File: config.mk
export PLATFORM = sky130hd
export DESIGN_NAME = multimode_regstruct
export DESIGN_NICKNAME = d
export VERILOG_FILES = /design/src/rtl/rs_pkg.sv /design/src/rtl/rs_cfg_reg.sv /design/src/rtl/rs_ptr_ctrl.sv /design/src/rtl/rs_array.sv /design/src/rtl/multimode_regstruct.sv
export SDC_FILE = /design/constraint.sdc
export NUM_CORES = 1
export LEC_CHECK = 0
export BUFFER_PORTS_ARGS = -buffer_cell sky130_fd_sc_hd__clkbuf_2
export CAP_MARGIN = 10
export CORE_ASPECT_RATIO = 2
export CORE_MARGIN = 8
export CORE_UTILIZATION = 45
export CTS_BUF_LIST = sky130_fd_sc_hd__clkbuf_16
export DETAILED_ROUTE_END_ITERATION = 10
export PLACE_DENSITY_LB_ADDON = 0.08
export REMOVE_ABC_BUFFERS = 1
export SYNTH_ARGS = -nofsm -noshare
export SYNTH_HDL_FRONTEND = slang
export SYNTH_SLANG_ARGS = --single-unit
File: constraint.sdc
create_clock -name clk_i -period 3.35 [get_ports clk_i]
set_clock_uncertainty 0.2 [all_clocks]
set_input_delay 0.5025 -clock clk_i [delete_from_list [all_inputs] [get_ports clk_i]]
set_output_delay 0.5025 -clock clk_i [all_outputs]
set_load 0.05 [all_outputs]
File: src/rtl/rs_pkg.sv
package rs_pkg;
  typedef enum logic [1:0] {
    RS_TAPQ = 2'd0,
    RS_POPQ = 2'd1,
    RS_RING = 2'd2,
    RS_LIFO = 2'd3
  } rs_mode_e;
endpackage

File: src/rtl/rs_cfg_reg.sv
module rs_cfg_reg
  import rs_pkg::*;
#(
  parameter int DEPTH = 8,
  localparam int PTR_W = $clog2(DEPTH),
  localparam int CNT_W = $clog2(DEPTH + 1)
) (
  input  logic             clk_i,
  input  logic             rst_ni,
  input  logic             load_i,
  input  logic [1:0]       mode_i,
  input  logic [PTR_W-1:0] setup_i,
  output rs_mode_e         mode_o,
  output logic [CNT_W-1:0] span_o
);
  rs_mode_e         mode_q;
  logic [PTR_W-1:0] setup_q;

  always_ff @(posedge clk_i or negedge rst_ni) begin
    if (!rst_ni) begin
      mode_q  <= RS_POPQ;
      setup_q <= '0;
    end else if (load_i) begin
      mode_q  <= rs_mode_e'(mode_i);
      setup_q <= setup_i;
    end
  end

  // setup 0 encodes a full-depth tap or ring
  assign span_o = (setup_q == '0) ? CNT_W'(DEPTH) : CNT_W'(setup_q);
  assign mode_o = mode_q;

  p_mode_hold_r1: assert property (@(posedge clk_i) disable iff (!rst_ni)
    !load_i |=> $stable(mode_q) && $stable(setup_q));
endmodule

File: src/rtl/rs_ptr_ctrl.sv
module rs_ptr_ctrl
  import rs_pkg::*;
#(
  parameter int DEPTH = 8,
  localparam int PTR_W = $clog2(DEPTH),
  localparam int CNT_W = $clog2(DEPTH + 1)
) (
  input  logic             clk_i,
  input  logic             rst_ni,
  input  logic             reinit_i,
  input  rs_mode_e         mode_i,
  input  logic [CNT_W-1:0] span_i,
  input  logic             rd_i,
  input  logic             wr_i,
  output logic             mem_we_o,
  output logic [PTR_W-1:0] mem_waddr_o,
  output logic [PTR_W-1:0] mem_raddr_o,
  output logic             rd_ok_o,
  output logic             underflow_o,
  output logic             overflow_o
);
  localparam logic [PTR_W-1:0] P_ONE = PTR_W'(1);
  localparam logic [CNT_W-1:0] C_ONE = CNT_W'(1);
  localparam logic [CNT_W-1:0] C_FULL = CNT_W'(DEPTH);

  logic [PTR_W-1:0] rd_ptr_q, wr_ptr_q, rd_ptr_d, wr_ptr_d, top;
  logic [CNT_W-1:0] cnt_q, cnt_d;
  logic             empty, full, strict, do_rd, do_wr, pop, push;

  assign empty  = (cnt_q == '0);
  assign full   = (cnt_q == C_FULL);
  assign strict = (mode_i == RS_POPQ) || (mode_i == RS_LIFO);
  assign do_rd  = rd_i & ~reinit_i;
  assign do_wr  = wr_i & ~reinit_i;
  assign pop    = do_rd & ~empty;
  assign push   = do_wr & ~full;
  assign top    = wr_ptr_q - P_ONE;

  assign underflow_o = do_rd & strict & empty;
  assign overflow_o  = do_wr & strict & full;

  always_comb begin
    rd_ptr_d    = rd_ptr_q;
    wr_ptr_d    = wr_ptr_q;
    cnt_d       = cnt_q;
    mem_we_o    = 1'b0;
    mem_waddr_o = wr_ptr_q;
    mem_raddr_o = rd_ptr_q;
    rd_ok_o     = ~empty;
    unique case (mode_i)
      RS_TAPQ: begin
        // span of DEPTH truncates to 0, which selects the oldest slot
        mem_raddr_o = wr_ptr_q - PTR_W'(span_i);
        rd_ok_o     = (cnt_q >= span_i);
        if (do_wr) begin
          mem_we_o = 1'b1;
          wr_ptr_d = wr_ptr_q + P_ONE;
          if (!full) cnt_d = cnt_q + C_ONE;
        end
      end
      RS_POPQ: begin
        if (pop) rd_ptr_d = rd_ptr_q + P_ONE;
        if (push) begin
          mem_we_o = 1'b1;
          wr_ptr_d = wr_ptr_q + P_ONE;
        end
        case ({push, pop})
          2'b10:   cnt_d = cnt_q + C_ONE;
          2'b01:   cnt_d = cnt_q - C_ONE;
          default: cnt_d = cnt_q;
        endcase
      end
      RS_RING: begin
        if (pop) rd_ptr_d = (CNT_W'(rd_ptr_q) + C_ONE == cnt_q) ? '0 : rd_ptr_q + P_ONE;
        if (do_wr && (cnt_q < span_i)) begin
          mem_we_o = 1'b1;
          wr_ptr_d = wr_ptr_q + P_ONE;
          cnt_d    = cnt_q + C_ONE;
        end
      end
      RS_LIFO: begin
        mem_raddr_o = top;
        mem_we_o    = push;
        // simultaneous pop and push replaces the old top
        mem_waddr_o = pop ? top : wr_ptr_q;
        case ({push, pop})
          2'b10: begin
            wr_ptr_d = wr_ptr_q + P_ONE;
            cnt_d    = cnt_q + C_ONE;
          end
          2'b01: begin
            wr_ptr_d = top;
            cnt_d    = cnt_q - C_ONE;
          end
          default: ;
        endcase
      end
      default: ;
    endcase
  end

  always_ff @(posedge clk_i or negedge rst_ni) begin
    if (!rst_ni) begin
      rd_ptr_q <= '0;
      wr_ptr_q <= '0;
      cnt_q    <= '0;
    end else if (reinit_i) begin
      rd_ptr_q <= '0;
      wr_ptr_q <= '0;
      cnt_q    <= '0;
    end else begin
      rd_ptr_q <= rd_ptr_d;
      wr_ptr_q <= wr_ptr_d;
      cnt_q    <= cnt_d;
    end
  end

  p_reinit_empty_r1: assert property (@(posedge clk_i) disable iff (!rst_ni)
    reinit_i |=> (cnt_q == '0) && (rd_ptr_q == '0) && (wr_ptr_q == '0));

  p_tap_read_still_r3: assert property (@(posedge clk_i) disable iff (!rst_ni)
    (mode_i == RS_TAPQ) && rd_i && !wr_i && !reinit_i |=> $stable(cnt_q) && $stable(wr_ptr_q));

  p_underflow_hold_r5: assert property (@(posedge clk_i) disable iff (!rst_ni)
    underflow_o && !wr_i |=> $stable(cnt_q) && $stable(rd_ptr_q) && $stable(wr_ptr_q));

  p_drop_full_r6: assert property (@(posedge clk_i) disable iff (!rst_ni)
    overflow_o && !rd_i |=> $stable(cnt_q) && $stable(wr_ptr_q));

  p_cnt_cap_r6: assert property (@(posedge clk_i) disable iff (!rst_ni)
    cnt_q <= C_FULL);

  p_ring_in_range_r7: assert property (@(posedge clk_i) disable iff (!rst_ni)
    (mode_i == RS_RING) && !empty |-> CNT_W'(rd_ptr_q) < cnt_q);
endmodule

File: src/rtl/rs_array.sv
module rs_array #(
  parameter int WIDTH = 32,
  parameter int DEPTH = 8,
  localparam int PTR_W = $clog2(DEPTH)
) (
  input  logic             clk_i,
  input  logic             rst_ni,
  input  logic             we_i,
  input  logic [PTR_W-1:0] waddr_i,
  input  logic [WIDTH-1:0] wdata_i,
  input  logic [PTR_W-1:0] raddr_i,
  input  logic             rd_ok_i,
  output logic [WIDTH-1:0] rdata_o
);
  logic [WIDTH-1:0] mem_q [DEPTH];
  logic [DEPTH-1:0] ent_we;

  for (genvar g = 0; g < DEPTH; g++) begin : g_we
    assign ent_we[g] = we_i && (waddr_i == PTR_W'(g));
  end

  always_ff @(posedge clk_i or negedge rst_ni) begin
    if (!rst_ni) begin
      for (int i = 0; i < DEPTH; i++) mem_q[i] <= '0;
    end else begin
      for (int i = 0; i < DEPTH; i++) if (ent_we[i]) mem_q[i] <= wdata_i;
    end
  end

  assign rdata_o = rd_ok_i ? mem_q[raddr_i] : '0;
endmodule

File: src/rtl/multimode_regstruct.sv
module multimode_regstruct
  import rs_pkg::*;
#(
  parameter int WIDTH = 32,
  parameter int DEPTH = 8,
  localparam int PTR_W = $clog2(DEPTH),
  localparam int CNT_W = $clog2(DEPTH + 1)
) (
  input  logic             clk_i,
  input  logic             rst_ni,
  input  logic             cfg_load_i,
  input  logic [1:0]       cfg_mode_i,
  input  logic [PTR_W-1:0] cfg_setup_i,
  input  logic             clr_i,
  input  logic             wr_en_i,
  input  logic [WIDTH-1:0] wr_data_i,
  input  logic             rd_en_i,
  output logic [WIDTH-1:0] rd_data_o,
  output logic             underflow_o,
  output logic             overflow_o
);
  rs_mode_e         mode;
  logic [CNT_W-1:0] span;
  logic             mem_we, rd_ok;
  logic [PTR_W-1:0] waddr, raddr;

  rs_cfg_reg #(.DEPTH(DEPTH)) u_cfg (
    .clk_i, .rst_ni,
    .load_i(cfg_load_i), .mode_i(cfg_mode_i), .setup_i(cfg_setup_i),
    .mode_o(mode), .span_o(span)
  );

  rs_ptr_ctrl #(.DEPTH(DEPTH)) u_ctrl (
    .clk_i, .rst_ni,
    .reinit_i(cfg_load_i | clr_i), .mode_i(mode), .span_i(span),
    .rd_i(rd_en_i), .wr_i(wr_en_i),
    .mem_we_o(mem_we), .mem_waddr_o(waddr), .mem_raddr_o(raddr),
    .rd_ok_o(rd_ok), .underflow_o, .overflow_o
  );

  rs_array #(.WIDTH(WIDTH), .DEPTH(DEPTH)) u_arr (
    .clk_i, .rst_ni,
    .we_i(mem_we), .waddr_i(waddr), .wdata_i(wr_data_i),
    .raddr_i(raddr), .rd_ok_i(rd_ok), .rdata_o(rd_data_o)
  );

  p_underflow_zero_r5: assert property (@(posedge clk_i) disable iff (!rst_ni)
    underflow_o |-> (rd_data_o == '0));

  p_no_dual_flag_r9: assert property (@(posedge clk_i) disable iff (!rst_ni)
    !(underflow_o && overflow_o));
endmodule

==> results.toml <==
[drt]
top_layer = "met4"
viasPerCell = 5.67
detail_route.wl_per_cell_um = 22.3
drt_iter0_drc = 320
m1WireLength_um = 12900
met3WireLength_um = 935
routed_wl_um = 32900
antenna_left = 0
drtPass1Iterations = 5
drc = 0
via_count = 8375
wl_met2_um = 18200

[clock_network]
tritoncts = "yes"
clock_latency_ns = 0.53
cts_made_buffers = 27
path_clk_slew_ns = 0.06
clk_path_buf_depth = 3
numClockSinks = 271
htree_levels = 1
cts-root-buf = "clkbuf_16"

[layout]
drive_gt1_frac = 0.419
diodes = 0
final_cell_area_um2 = 16500
layout.nets = 1153
final_common_cell = "dfrtp_1"
area_delta_synth_final_pct = 23.0
final_cell_mix = "dfrtp_1 (268), mux2_2 (227), mux2i_1 (182)"

[worst_setup_path]
critPathCaptureType = "primary output"
crit_fanout = 20
crit_chain = "inv_2 > ha_4 > inv_2 > fa_1 > nand2_2 > a31oi_4 > buf_12 > buf_12 > mux2i_2 > mux2i_1 > a22o_1 > buf_12"
cp_common_cell = "buf_12"
r2r_slack_ns = 0.18
required_ns = 2.65
slowest_delay_ns = 0.48
worstSetupPathType = "reg2out"
critPathLaunchType = "flip-flop"
cpMaxStageDelayCell = "fa_1"
cp.arrival_ns = 3.08

[synthesis]
netlist_area_um2 = 13500
async_flop_share = 1.00
synth.avg_cell_area_um2 = 13.8
syn_inst = 973
yosys_warnings = 0
ys.flop_type = "dfrtp_1"
ys_seq_area_frac = 0.504
ys_ff_latch = 271
synth-edff-count = 0
ys_types = 61

[floorplanning]
fp.dieH_um = 261
fp.dieW_um = 138
num_rows = 89
ios = 77
core_um2 = 29500
initial_core_util = 0.456
die-area_um2 = 36000

[timing]
maxSlewViolCount = 0
max_slew_margin = 0.431
tightest_slew_ns = 0.853
timing.final.crit_share = 1.13
final.setup.tns_ns = -12.28
setup_viol = 32
setup_ws_ns = -0.435
rsz0062_at_grt = "true"
period_minus_slack_ns = 3.78
fmax_ghz = 0.264
final_hold_viol_count = 0

[global_routing]
overflow = 0
grt_max_degree = 99
antenna_found_initial = 0
grt_pass1_wl_um = 52700
grt_usage = 0.183
grt_pass1_vias = 9356

[placed_design]
dpl_cell_area_um2 = 15100
gp_congestion = 0.856
port_buffers = 76
dp_hpwl_um = 21200

[power_and_ir_drop]
ir_drop_mv = 0.376
p_per_area_nw_per_um2 = 592
p_leak_nw = 8.01

[worst_hold_path]
hold_path_class = "in2reg"

[outcome]
status = "complete, but fails checks"
violations = "negative setup slack"

[run]
drv_cap = 0
power breakdown:
group | internal, mW | total [mW] | leakage [nW] | switching (mW)
sequential | 3.70 | 3.93 | 3.65 | 0.232
combinational | 1.44 | 2.79 | 3.92 | 1.35
clock | 1.78 | 3.07 | 0.436 | 1.29
total | 6.92 | 9.79 | 8.01 | 2.87
cell families (layout without fill, tap and decap cells):
group / count (synthesis) / after routing / synth area share
mux: 450 / 450 / 0.359
simple gates: 70 / 70 / 0.0351
xor+xnor: 8 / 8 / 0.00763
compound gates: 79 / 79 / 0.0447
flops: 271 / 271 / 0.504
fa+ha+maj: 17 / 17 / 0.0164
buf+inv: 78 / 218 / 0.0332
path summary, 6_finish.rpt:
| kind | endpoint | from | depth (start not counted) |
|---|---|---|---|
| min in group asynchronous | u_arr.mem_q[98] | rst_ni | 2 |
| max reg2reg | u_arr.mem_q[48] | u_ctrl.cnt_q[0] | 8 |
| max in group asynchronous | u_cfg.mode_o[0] | rst_ni | 3 |
| max | rd_data_o[30] | u_ctrl.wr_ptr_q[0] | 12 |
| min | u_cfg.mode_o[0] | cfg_load_i | 2 |
| min reg2reg | u_arr.mem_q[238] | u_arr.mem_q[238] | 1 |
stage by stage:
| step | setup slack [ns] | hold WS (ns) | power (mW) | std cells | utilization |
|---|---|---|---|---|---|
| 5_1_grt | -0.561 | 0.0787 | 10.2 | 1477 | 0.560 |
| 3_3_place_gp | -0.0683 | 0.269 | 6.45 | 1409 | 0.510 |
| 6_report | -0.435 | 0.0663 | 9.79 | 1477 | 0.560 |
| 3_5_place_dp | -0.0541 | 0.275 | 6.49 | 1409 | 0.510 |
| 2_1_floorplan | -9.72 | 0.00691 | 5.94 | 912 | - |
| 4_1_cts | -0.541 | 0.0431 | 9.91 | 1476 | 0.558 |
critical path, delay by kind of cell (launching register included):
kind	cells	cell delay, ns
buffers and inverters	5	0.70
AO/OA/AOI/OAI	2	0.45
multiplexers	2	0.33
flip-flops	1	0.39
AND/OR/NAND/NOR	1	0.06
adder cells (fa/ha/maj)	2	0.60
synthesized netlist by cell type, drive strengths merged, types with 3 or more instances:
cell type  count  share of area
nor3           7         0.0050
nand2         15         0.0042
inv           17         0.0047
or2            3         0.0014
nand2b         4         0.0019
clkbuf        12         0.0033
nand4          3         0.0014
xnor2          4         0.0040
o31ai          3         0.0017
a31oi          4         0.0019
xor2           3         0.0020
o21ai         11         0.0041
nor3b          5         0.0048
a2bb2oi        4         0.0031
mux2i        193           0.14
nor2           6         0.0017
buf           49          0.025
dfrtp        270           0.50
a21oi         10         0.0037
or3b           5         0.0033
a22o          33          0.021
mux2         257           0.22
nand3          4         0.0015
ha            16          0.015
or3            4         0.0019
cell type report:
class / instances / area (µm²)
Sequential cell: 271 / 6790
Timing Repair Buffer: 152 / 1940
Multi-Input combinational cell: 624 / 6400
Clock buffer: 27 / 676
Fill cell: 2421 / 13000
Clock inverter: 22 / 216
Inverter: 17 / 63.8
Tap cell: 364 / 455
sequential cells by signal (all words and copies together), names as in the netlist:
register,count
u_ctrl.rd_ptr_q,3
u_cfg.mode_o,2
u_arr.mem_q,256
u_cfg.setup_q,3
u_ctrl.cnt_q,4
u_ctrl.wr_ptr_q,3
layer usage:
layer / vias to the layer above / GRT usage
li1: 3812 / -
met1: 4379 / 0.202
met2: 128 / 0.352
met3: 56 / 0.0224
met4: 0 / 0.0598
met5: - / 0
repair_timing:
| item | CTS | global route |
|---|---|---|
| resized for setup | 51 | 30 |
| pin swaps | 12 | 5 |
| buffers inserted | 5 | 3 |
| hold buffers | 6 | 0 |
| hold endpoints to repair | 97 | 0 |
| cloned | 7 | 1 |
| setup endpoints to repair | 32 | 32 |
Power figures use the tool's default switching activity.
